===== config.mk =====
export PLATFORM = sky130hd
export DESIGN_NAME = f2i_convert
export DESIGN_NICKNAME = d
export VERILOG_FILES = /design/src/rtl/f2i_pkg.sv /design/src/rtl/f2i_unpack.sv /design/src/rtl/f2i_align.sv /design/src/rtl/f2i_round_sat.sv /design/src/rtl/f2i_convert.sv
export SDC_FILE = /design/constraint.sdc
export NUM_CORES = 1
export LEC_CHECK = 0
export ABC_AREA = 0
export ABC_CLOCK_PERIOD_IN_PS = 2190
export BUFFER_PORTS_ARGS = -buffer_cell sky130_fd_sc_hd__buf_2
export CAP_MARGIN = 25
export CORE_MARGIN = 5
export CORE_UTILIZATION = 34
export DETAILED_ROUTE_END_ITERATION = 12
export PLACE_DENSITY = 0.51
export SLEW_MARGIN = 20
export SYNTH_ARGS = -nofsm -noshare
export SYNTH_HDL_FRONTEND = slang
export SYNTH_SLANG_ARGS = --single-unit

===== constraint.sdc =====
create_clock -name clk -period 2.19 [get_ports clk]
set_input_delay 0 -clock clk [delete_from_list [all_inputs] [get_ports clk]]
set_output_delay 0 -clock clk [all_outputs]
set_load 0.005 [all_outputs]

===== src/rtl/f2i_pkg.sv =====
package f2i_pkg;

   typedef enum logic {
      RND_TRUNC = 1'b0,
      RND_AWAY  = 1'b1
   } rnd_mode_e;

   typedef struct packed {
      logic sign;
      logic is_zero;
      logic is_inf;
      logic is_nan;
   } fclass_t;

endpackage


===== src/rtl/f2i_unpack.sv =====
module f2i_unpack
   import f2i_pkg::*;
#(
   parameter int EXP_W = 8,
   parameter int MAN_W = 23,
   localparam int FLT_W = 1 + EXP_W + MAN_W
) (
   input  logic [FLT_W-1:0] operand_i,
   output fclass_t          cls_o,
   output logic [EXP_W-1:0] exp_o,
   output logic [MAN_W:0]   mant_o
);

   logic [EXP_W-1:0] exp_f;
   logic [MAN_W-1:0] frac_f;
   logic             exp_lo;
   logic             exp_hi;

   assign exp_f  = operand_i[FLT_W-2:MAN_W];
   assign frac_f = operand_i[MAN_W-1:0];
   assign exp_lo = (exp_f == '0);
   assign exp_hi = &exp_f;

   // subnormals are flushed: a zero exponent is classed as zero
   assign cls_o.sign    = operand_i[FLT_W-1];
   assign cls_o.is_zero = exp_lo;
   assign cls_o.is_inf  = exp_hi & ~(|frac_f);
   assign cls_o.is_nan  = exp_hi & (|frac_f);

   assign exp_o  = exp_f;
   assign mant_o = {~exp_lo, frac_f};

endmodule


===== src/rtl/f2i_align.sv =====
module f2i_align #(
   parameter int EXP_W = 8,
   parameter int MAN_W = 23,
   parameter int INT_W = 32,
   localparam int BIAS = (1 << (EXP_W - 1)) - 1,
   localparam int SHW  = INT_W + MAN_W + 1,
   localparam int SAW  = $clog2(INT_W + 1)
) (
   input  logic [EXP_W-1:0] exp_i,
   input  logic [MAN_W:0]   mant_i,
   output logic [INT_W-1:0] int_mag_o,
   output logic             half_o,
   output logic             too_big_o
);

   localparam logic signed [EXP_W+1:0] K_BIAS = (EXP_W + 2)'(BIAS);
   localparam logic signed [EXP_W+1:0] K_SAT  = (EXP_W + 2)'(INT_W - 1);
   localparam logic signed [EXP_W+1:0] K_MIN  = -(EXP_W + 2)'(1);

   if (SAW > EXP_W + 2) begin : g_bad_shift_width
      $error("f2i_align: shift amount wider than exponent path");
   end
   if (INT_W - 1 > BIAS) begin : g_bad_int_width
      $error("f2i_align: integer width exceeds exponent range");
   end

   logic signed [EXP_W+1:0] k_unb;
   logic signed [EXP_W+1:0] k_plus1;
   logic [SAW-1:0]          shamt;
   logic [SHW-1:0]          ext;
   logic [SHW-1:0]          sh;
   logic                    tiny;
   logic                    unused_bits;

   assign k_unb   = $signed({2'b00, exp_i}) - K_BIAS;
   assign k_plus1 = k_unb + (EXP_W + 2)'(1);
   assign tiny    = (k_unb < K_MIN);
   assign too_big_o = (k_unb >= K_SAT);

   // sh = value * 2^(MAN_W+1): integer part on top, half bit just below
   assign shamt = (tiny || too_big_o) ? '0 : k_plus1[SAW-1:0];
   assign ext   = {{(SHW - MAN_W - 1){1'b0}}, mant_i};
   assign sh    = ext << shamt;

   assign int_mag_o = tiny ? '0 : sh[SHW-1 -: INT_W];
   assign half_o    = tiny ? 1'b0 : sh[MAN_W];

   assign unused_bits = ^{sh[MAN_W-1:0], k_plus1[EXP_W+1:SAW]};

endmodule


===== src/rtl/f2i_round_sat.sv =====
module f2i_round_sat
   import f2i_pkg::*;
#(
   parameter int INT_W = 32
) (
   input  fclass_t          cls_i,
   input  rnd_mode_e        mode_i,
   input  logic [INT_W-1:0] int_mag_i,
   input  logic             half_i,
   input  logic             too_big_i,
   output logic [INT_W-1:0] result_o
);

   localparam logic [INT_W-1:0] POS_MAX = {1'b0, {(INT_W - 1){1'b1}}};
   localparam logic [INT_W-1:0] NEG_MIN = {1'b1, {(INT_W - 1){1'b0}}};
   localparam logic [INT_W:0]   POS_LIM = {2'b00, {(INT_W - 1){1'b1}}};
   localparam logic [INT_W:0]   NEG_LIM = {2'b01, {(INT_W - 1){1'b0}}};

   logic             rnd_up;
   logic [INT_W:0]   sum;
   logic [INT_W-1:0] clamp;

   assign rnd_up = (mode_i == RND_AWAY) && half_i;
   assign sum    = {1'b0, int_mag_i} + {{INT_W{1'b0}}, rnd_up};
   assign clamp  = cls_i.sign ? NEG_MIN : POS_MAX;

   always_comb begin
      if (cls_i.is_nan)                       result_o = POS_MAX;
      else if (cls_i.is_inf || too_big_i)     result_o = clamp;
      else if (cls_i.is_zero)                 result_o = '0;
      else if (!cls_i.sign && sum > POS_LIM)  result_o = POS_MAX;
      else if (cls_i.sign && sum > NEG_LIM)   result_o = NEG_MIN;
      else if (cls_i.sign)                    result_o = -sum[INT_W-1:0];
      else                                    result_o = sum[INT_W-1:0];
   end

   always_comb begin
      if (!cls_i.is_nan && !cls_i.is_zero && !cls_i.sign)
         assert_pos_not_negative_R3: assert (!result_o[INT_W-1]);
   end

endmodule


===== src/rtl/f2i_convert.sv =====
module f2i_convert
   import f2i_pkg::*;
#(
   parameter int EXP_W     = 8,
   parameter int MAN_W     = 23,
   parameter int INT_W     = 32,
   parameter int OPC_W     = 8,
   parameter int OPC_TRUNC = 249,
   parameter int OPC_ROUND = 248,
   localparam int FLT_W    = 1 + EXP_W + MAN_W
) (
   input  logic             clk,
   input  logic             rst_n,
   input  logic             start,
   input  logic [OPC_W-1:0] op_code,
   input  logic [FLT_W-1:0] operand,
   output logic             done,
   output logic [INT_W-1:0] result
);

   localparam logic [OPC_W-1:0] CODE_TRUNC = OPC_W'(OPC_TRUNC);
   localparam logic [OPC_W-1:0] CODE_ROUND = OPC_W'(OPC_ROUND);
   localparam logic [INT_W-1:0] POS_MAX    = {1'b0, {(INT_W - 1){1'b1}}};
   localparam logic [INT_W-1:0] NEG_MIN    = {1'b1, {(INT_W - 1){1'b0}}};
   localparam logic [EXP_W-1:0] EXP_HALF   = EXP_W'((1 << (EXP_W - 1)) - 2);

   if (OPC_TRUNC == OPC_ROUND) begin : g_bad_codes
      $error("f2i_convert: the two operation codes must differ");
   end
   if (OPC_TRUNC >= (1 << OPC_W) || OPC_ROUND >= (1 << OPC_W)) begin : g_bad_code_width
      $error("f2i_convert: operation code does not fit OPC_W");
   end

   fclass_t          cls;
   rnd_mode_e        mode;
   logic [EXP_W-1:0] exp_v;
   logic [MAN_W:0]   mant_v;
   logic [INT_W-1:0] int_mag;
   logic             half_bit;
   logic             too_big;
   logic [INT_W-1:0] conv;
   logic             op_ok;

   assign op_ok = (op_code == CODE_TRUNC) || (op_code == CODE_ROUND);
   assign mode  = (op_code == CODE_TRUNC) ? RND_TRUNC : RND_AWAY;

   f2i_unpack #(.EXP_W(EXP_W), .MAN_W(MAN_W)) u_unpack (
      .operand_i (operand),
      .cls_o     (cls),
      .exp_o     (exp_v),
      .mant_o    (mant_v)
   );

   f2i_align #(.EXP_W(EXP_W), .MAN_W(MAN_W), .INT_W(INT_W)) u_align (
      .exp_i     (exp_v),
      .mant_i    (mant_v),
      .int_mag_o (int_mag),
      .half_o    (half_bit),
      .too_big_o (too_big)
   );

   f2i_round_sat #(.INT_W(INT_W)) u_round_sat (
      .cls_i     (cls),
      .mode_i    (mode),
      .int_mag_i (int_mag),
      .half_i    (half_bit),
      .too_big_i (too_big),
      .result_o  (conv)
   );

   always_ff @(posedge clk or negedge rst_n) begin
      if (!rst_n) begin
         done   <= 1'b0;
         result <= '0;
      end else begin
         done <= start && op_ok;
         if (start && op_ok) result <= conv;
      end
   end

   assert_done_follows_R2: assert property (@(posedge clk) disable iff (!rst_n)
      (start && op_ok) |=> done);

   assert_bad_code_ignored_R2: assert property (@(posedge clk) disable iff (!rst_n)
      (start && !op_ok) |=> (!done && $stable(result)));

   assert_small_is_zero_R5: assert property (@(posedge clk) disable iff (!rst_n)
      (start && op_ok && operand[FLT_W-2:MAN_W] < EXP_HALF) |=> (result == '0));

   assert_pos_inf_clamp_R7: assert property (@(posedge clk) disable iff (!rst_n)
      (start && op_ok && operand == {1'b0, {EXP_W{1'b1}}, {MAN_W{1'b0}}})
      |=> (result == POS_MAX));

   assert_neg_inf_clamp_R8: assert property (@(posedge clk) disable iff (!rst_n)
      (start && op_ok && operand == {1'b1, {EXP_W{1'b1}}, {MAN_W{1'b0}}})
      |=> (result == NEG_MIN));

endmodule


# Word level (Yosys, flattened, before mapping)
# Index checks and enable logic that the tools add are counted.
# Widths: inputs -> output; s select.
[word_totals]
register_bits = 33
latchBits = 0
ramBits = 0
romBits = 0
in_bits = 43
output_inout_bits = 33
elab_cells = 39
mem_count = 0
[op_classes]
n_addsub = 4
mul = 0
div_mod_pow = 0
n_lt_le_gt_ge = 4
eq_ne = 2
shifts = 1
mux = 11
bitwise = 4
n_reduce_logical = 11
[ops]
columns = ["cell", "n"]
rows = [
  ["$mux 32", 8],
  ["$shl 24x6->56", 1],
  ["$add 32x1->33", 1],
  ["$gt 33x31->1 const B", 1],
  ["$gt 33x32->1 const B", 1],
  ["$neg 32->32", 1],
  ["$reduce_or 23->1", 1],
  ["$eq 8x8->1 const B", 2],
  ["$ge 9x6->1 const B", 1],
  ["$lt 9x1->1 const B", 1],
  ["$sub 8x7->9 const B", 1],
  ["$logic_not 8->1", 1],
  ["$reduce_and 8->1", 1],
  ["$add 6x2->6 const B", 1],
  ["$mux 6", 1],
  ["$logic_and 1x1->1", 4],
  ["$logic_or 1x1->1", 3],
  ["$and 1x1->1", 2],
  ["$mux 1", 2],
  ["$not 1->1", 2],
  ["$logic_not 1->1", 1],
]

# Depth between registers and ports, before layout
[logic_depth]
depth_word = 15
mapped_depth = 29
mapped_depth_nobuf = 23

# Modules after synthesis
# A second synthesis with hierarchy kept.
[hier_totals]
hier_cells = 848
area_unflattened_um2 = 6409.9
[modules_own_cells]
columns = ["module", "instances", "cells_per_inst", "area_per_inst_um2", "seq_area_each_um2"]
rows = [
  ["f2i_round_sat", 1, 375, 2487.4, 0.0],
  ["f2i_align", 1, 350, 2157.1, 0.0],
  ["f2i_convert", 1, 73, 1393.8, 825.8],
  ["f2i_unpack", 1, 50, 371.6, 0.0],
]

# Worst setup path before layout
# Ideal clock, no wire load.
[synth_path]
path_type = "input -> register"
from = "input operand[23]"
to = "register result[30]"
setup_ps = 141
arrival_time_ps = 5664
required_ps = 2049
path_slack_ps = -3616
stages = 27
path_buffers = 6
path_cell_list = "buf_2 -> buf_2 -> inv_1 -> ha_1 -> buf_2 -> nor2b_1 -> a211oi_1 -> or2_0 -> buf_2 -> buf_1 -> mux2_2 -> nand3_1 -> a31oi_1 -> inv_1 -> a21oi_1 -> ha_1 -> and3_1 -> a2bb2oi_1 -> nor2_2 -> xnor2_1 -> o41ai_1 -> o2111ai_1 -> or3_1 -> buf_2 -> a311oi_1 -> or3_1 -> a31oi_1"
[synth_via]
elab_chain_len = 15
elab_cells_between_ends = 28
cone_classes = "add/sub (4); order compare (4); shift (1); mux (9); bitwise (3); reduce/logical (7)"
[synth_rtl]
columns = ["item", "line_no", "source"]
rows = [
  ["from (decl)", "f2i_convert.sv:16", "input logic [FLT_W-1:0] operand,"],
  ["$sub 8x7->9", "f2i_align.sv:35", "assign k_unb = $signed({2'b00, exp_i}) - K_BIAS;"],
  ["$lt 9x1->1 or $ge 9x6->1 (tied branches)", "f2i_align.sv:37, f2i_align.sv:38", ""],
  ["$logic_or 1x1->1", "f2i_align.sv:41", "assign shamt = (tiny || too_big_o) ? '0 : k_plus1[SAW-1:0];"],
  ["$mux 6", "f2i_align.sv:41", ""],
  ["$shl 24x6->56", "f2i_align.sv:43", "assign sh = ext << shamt;"],
  ["$mux 1", "f2i_align.sv:46", "assign half_o = tiny ? 1'b0 : sh[MAN_W];"],
  ["$logic_and 1x1->1", "f2i_round_sat.sv:23", "assign rnd_up = (mode_i == RND_AWAY) && half_i;"],
  ["$add 32x1->33", "f2i_round_sat.sv:24", "assign sum = {1'b0, int_mag_i} + {{INT_W{1'b0}}, rnd_up};"],
  ["$neg 32->32 or $gt 33x32->1 (tied branches)", "f2i_round_sat.sv:33, f2i_round_sat.sv:32", ""],
  ["$mux 32 or $logic_and 1x1->1 (tied branches)", "f2i_round_sat.sv:33, f2i_round_sat.sv:32", ""],
  ["$mux 32", "f2i_round_sat.sv:32", "else if (cls_i.sign && sum > NEG_LIM) result_o = NEG_MIN;"],
  ["$mux 32", "f2i_round_sat.sv:31", "else if (!cls_i.sign && sum > POS_LIM) result_o = POS_MAX;"],
  ["$mux 32", "f2i_round_sat.sv:30", "else if (cls_i.is_zero) result_o = '0;"],
  ["$mux 32", "f2i_round_sat.sv:29", "else if (cls_i.is_inf || too_big_i) result_o = clamp;"],
  ["$mux 32 (*)", "f2i_round_sat.sv:28", "if (cls_i.is_nan) result_o = POS_MAX;"],
  ["to (signal assigned)", "f2i_convert.sv:77", "if (start && op_ok) result <= conv;"],
  ["to (decl)", "f2i_convert.sv:18", "output logic [INT_W-1:0] result"],
]
# Every way passes the cells marked *; elsewhere a longest branch is shown, timed or not.
# A chain may end at the register's enable or synchronous reset.

# Worst setup path in the final report
[layout_path]
from = "input operand[23]"
to = "register result[29]"
# Same word-level chain as after synthesis.

==> results.md <==
* Worst-Skew Late Latency at 0.27 ns
* Worst-path clk slew at 0.05 ns
* Number of nets in the layout at 1359
* Cell area after synthesis at 5880 um2
* IO Pins at 76
* Cell variety after synth at 91
* Syn_area_per_cell at 6.91 um2
* Final-report setup violation count at 32
* Vias in the first global route at 8158
* Clock sink count at 33
* Syn nets at 902
* Layout cell share with drive strength beyond 1 at 53.5%
* Initial antenna violation count at 0
* Status: finished, violations left
* Core ar. at 17100 um2
* Static Leak at 4.99 nW
* Post-Place Setup Slack at -2.85 ns
* P&R area growth vs syn at 88.9%
* Area leader, netlist: dfrtp_1
* Worst Setup Slack, final at -2.40 ns
* Fillers at 1495
* Initial Utilization at 34.4%
* Sequential area share after synthesis at 14.0%
* Placed cell count at 1448
* ANT nets after route at 0
* Commonest non-fill, non-tap cell in the layout: buf_4
* Die area at 20000 um2
* Synth Register Bits at 33
* Yosys warns at 0
* Post-synth EDFFs at 0
* Min Tclk post-route at 4.59 ns
* Tcrit/Tclk final at 210%
* Crit. End Element: flop
* Starting DRT DRC Count at 651
* RSZ-0062 raised after global routing: true
* CTS tree: done
* Skew final at 0 ns
* Setup Crit Path Kind: in2reg
* Drt pass-1 iters at 5
* Post-Layout Cell Count at 1535
* Final Max Slew Viols at 0
* Max-cap violations at 0
* Antenna diodes at 0
* CP Max Fanout at 7
* Drc violations at 0
* CTS buffer count at 5
* Synth async-reset ratio at 100%
* Critical Path Start Type: input port
* CP required at 2.36 ns
* Total Routing Usage GR at 26.9%
* Design Area, Final at 11100 um2
* CTS root buf: clkbuf_16
* Detail Placement HPWL at 22100 um
* IO Port Bufs at 75
* Worst slew pin tran at 0.771 ns
* DR WL/cell at 18.9 um
* Hold Crit Class: in2reg
* CP arrival at 4.77 ns
* Peak supply drop at 0.000431 V
* Routability cong. at 1.00
* WHS at 0.261 ns
* Post-layout util at 64.9%
* Gr ovfl total at 0
* Max H-tree Level at 2
* Largest net degree at the start of global routing at 50
* CTS max path bufs at 2
* Leading post-synthesis cells by cell area: dfrtp_1, nor2_1, a21oi_1, nand2_1, xnor2_1
* Fmax at 0.218 GHz
* Commonest cells after routing, fill and taps aside: buf_4, nor2_1, nand2_1, buf_2, a21oi_1
* Overall die width at 142 um
* Relative slew slack at 48.6%
* Post-synthesis cell count at 852
* Failing checks: setup timing
* Via count at 8568
* FP Rows at 48
* Synth top area share at 14.0%
* Die height at 142 um
* Vias per cell at 5.58
* DP Area at 9240 um2
* Primary FF master, synth: dfrtp_1
* Hold Violations, Final at 0
* Wire length of the first global-routing pass at 43600 um
* Power Dens Cells at 375 nW/um2
* Detailed Route WL at 29100 um
[flip-flops by register name, summed over array words and instances, names as in the netlist]
name / flops
result: 32
done: 1
[synth_stat cells (all sizes together) (6+ instances only)]
library cell and number:
xnor2 30, dfrtp 33, ha 7, o21ai 46
nand4 12, mux2i 19, inv 13, a31oi 16
o32ai 10, nor2b 9, a21oi 70, o211ai 8
and3 17, o22ai 11, nor3 38, nand3b 6
nand2 87, a211o 8, nor2 106, clkbuf 35
a21boi 7, o41ai 7, and2 11, o31ai 10
a211oi 15, nor4 24, xor2 17, nor4b 6
nand2b 9, nand3 45, buf 22
[metrics by stage]
step	setup TNS [ns]	total power, mW
CTS	-61.20	3.91
floorplan	-63.86	1.86
global placement	-78.27	2.95
finish	-64.26	4.17
detailed placement	-78.86	2.96
global route	-69.38	4.40
[area by class of cell]
class / instances / area [um2] / share of cell area (%)
clock buffers: 6 / 129 / 1.16
inverters: 13 / 61.3 / 0.552
multi-input cells: 749 / 5940 / 53.4
clock inverters: 2 / 10.0 / 0.0901
well taps: 225 / 282 / 2.53
repair buffers: 507 / 3870 / 34.8
flip-flops and latches: 33 / 826 / 7.43
[critical path, cell delays in order]
cell	delay (ns)
buf_8	0.09
buf_12	0.11
inv_8	0.03
ha_4	0.26
nor2b_4	0.18
nand4_4	0.12
or4_4	0.58
o31ai_4	0.09
buf_12	0.17
buf_6	0.09
a21o_1	0.12
nand4b_1	0.11
o21ai_2	0.08
and3_4	0.21
ha_4	0.14
and3_4	0.19
a2bb2oi_4	0.08
buf_6	0.12
nor3_4	0.19
buf_6	0.13
nor3b_2	0.17
o221a_2	0.24
nand4_1	0.22
nor4_4	0.37
buf_4	0.18
and3_4	0.18
a21oi_2	0.05
o32ai_1	0.22
[report_power, final]
group | total (mW) | internal [mW] | switching [mW] | leakage [nW]
logic | 2.78 | 1.34 | 1.44 | 4.49
registers | 0.728 | 0.689 | 0.0386 | 0.431
clock network | 0.663 | 0.417 | 0.246 | 0.0706
total | 4.17 | 2.44 | 1.73 | 4.99
[routing by layer]
| layer | track usage, % | wire length, um | vias up |
|---|---|---|---|
| li1 | - | - | 4148 |
| met4 | 6.72 | 747 | 0 |
| met2 | 42.2 | 12800 | 321 |
| met1 | 38.5 | 13300 | 4046 |
| met3 | 4.65 | 2210 | 53 |
| met5 | 0 | 0 | - |
[logic make-up after synthesis]
kind of cell	share of synthesized area (%)
AO/OA/AOI/OAI	32.8
XOR/XNOR	7.32
adder cells (fa/ha/maj)	1.49
buffers and inverters	5.06
flip-flops	14.0
multiplexers	4.00
AND/OR/NAND/NOR	35.3
[worst paths after layout]
| kind | from | to | slack (ns) | cells after the start |
|---|---|---|---|---|
| hold reg to reg | result[25] | result[25] | 0.49 | 1 |
| setup reg to reg | result[21] | result[21] | 0.93 | 4 |
| setup / recovery | operand[23] | result[29] | -2.40 | 28 |
| max in group asynchronous | rst_n | result[1] | 1.36 | 2 |
| min in group asynchronous | rst_n | result[27] | 0.32 | 2 |
| hold / removal | start | result[28] | 0.26 | 4 |
[what timing repair did]
action / in CTS / in global routing
cloned: 1 / 0
endpoints found under the hold margin: 33 / 0
pin swaps: 58 / 86
endpoints found under the setup margin: 32 / 32
buffers inserted: 61 / 23
gates resized for setup: 127 / 102
hold buffers: 1 / 0
Power figures use the tool's default switching activity.
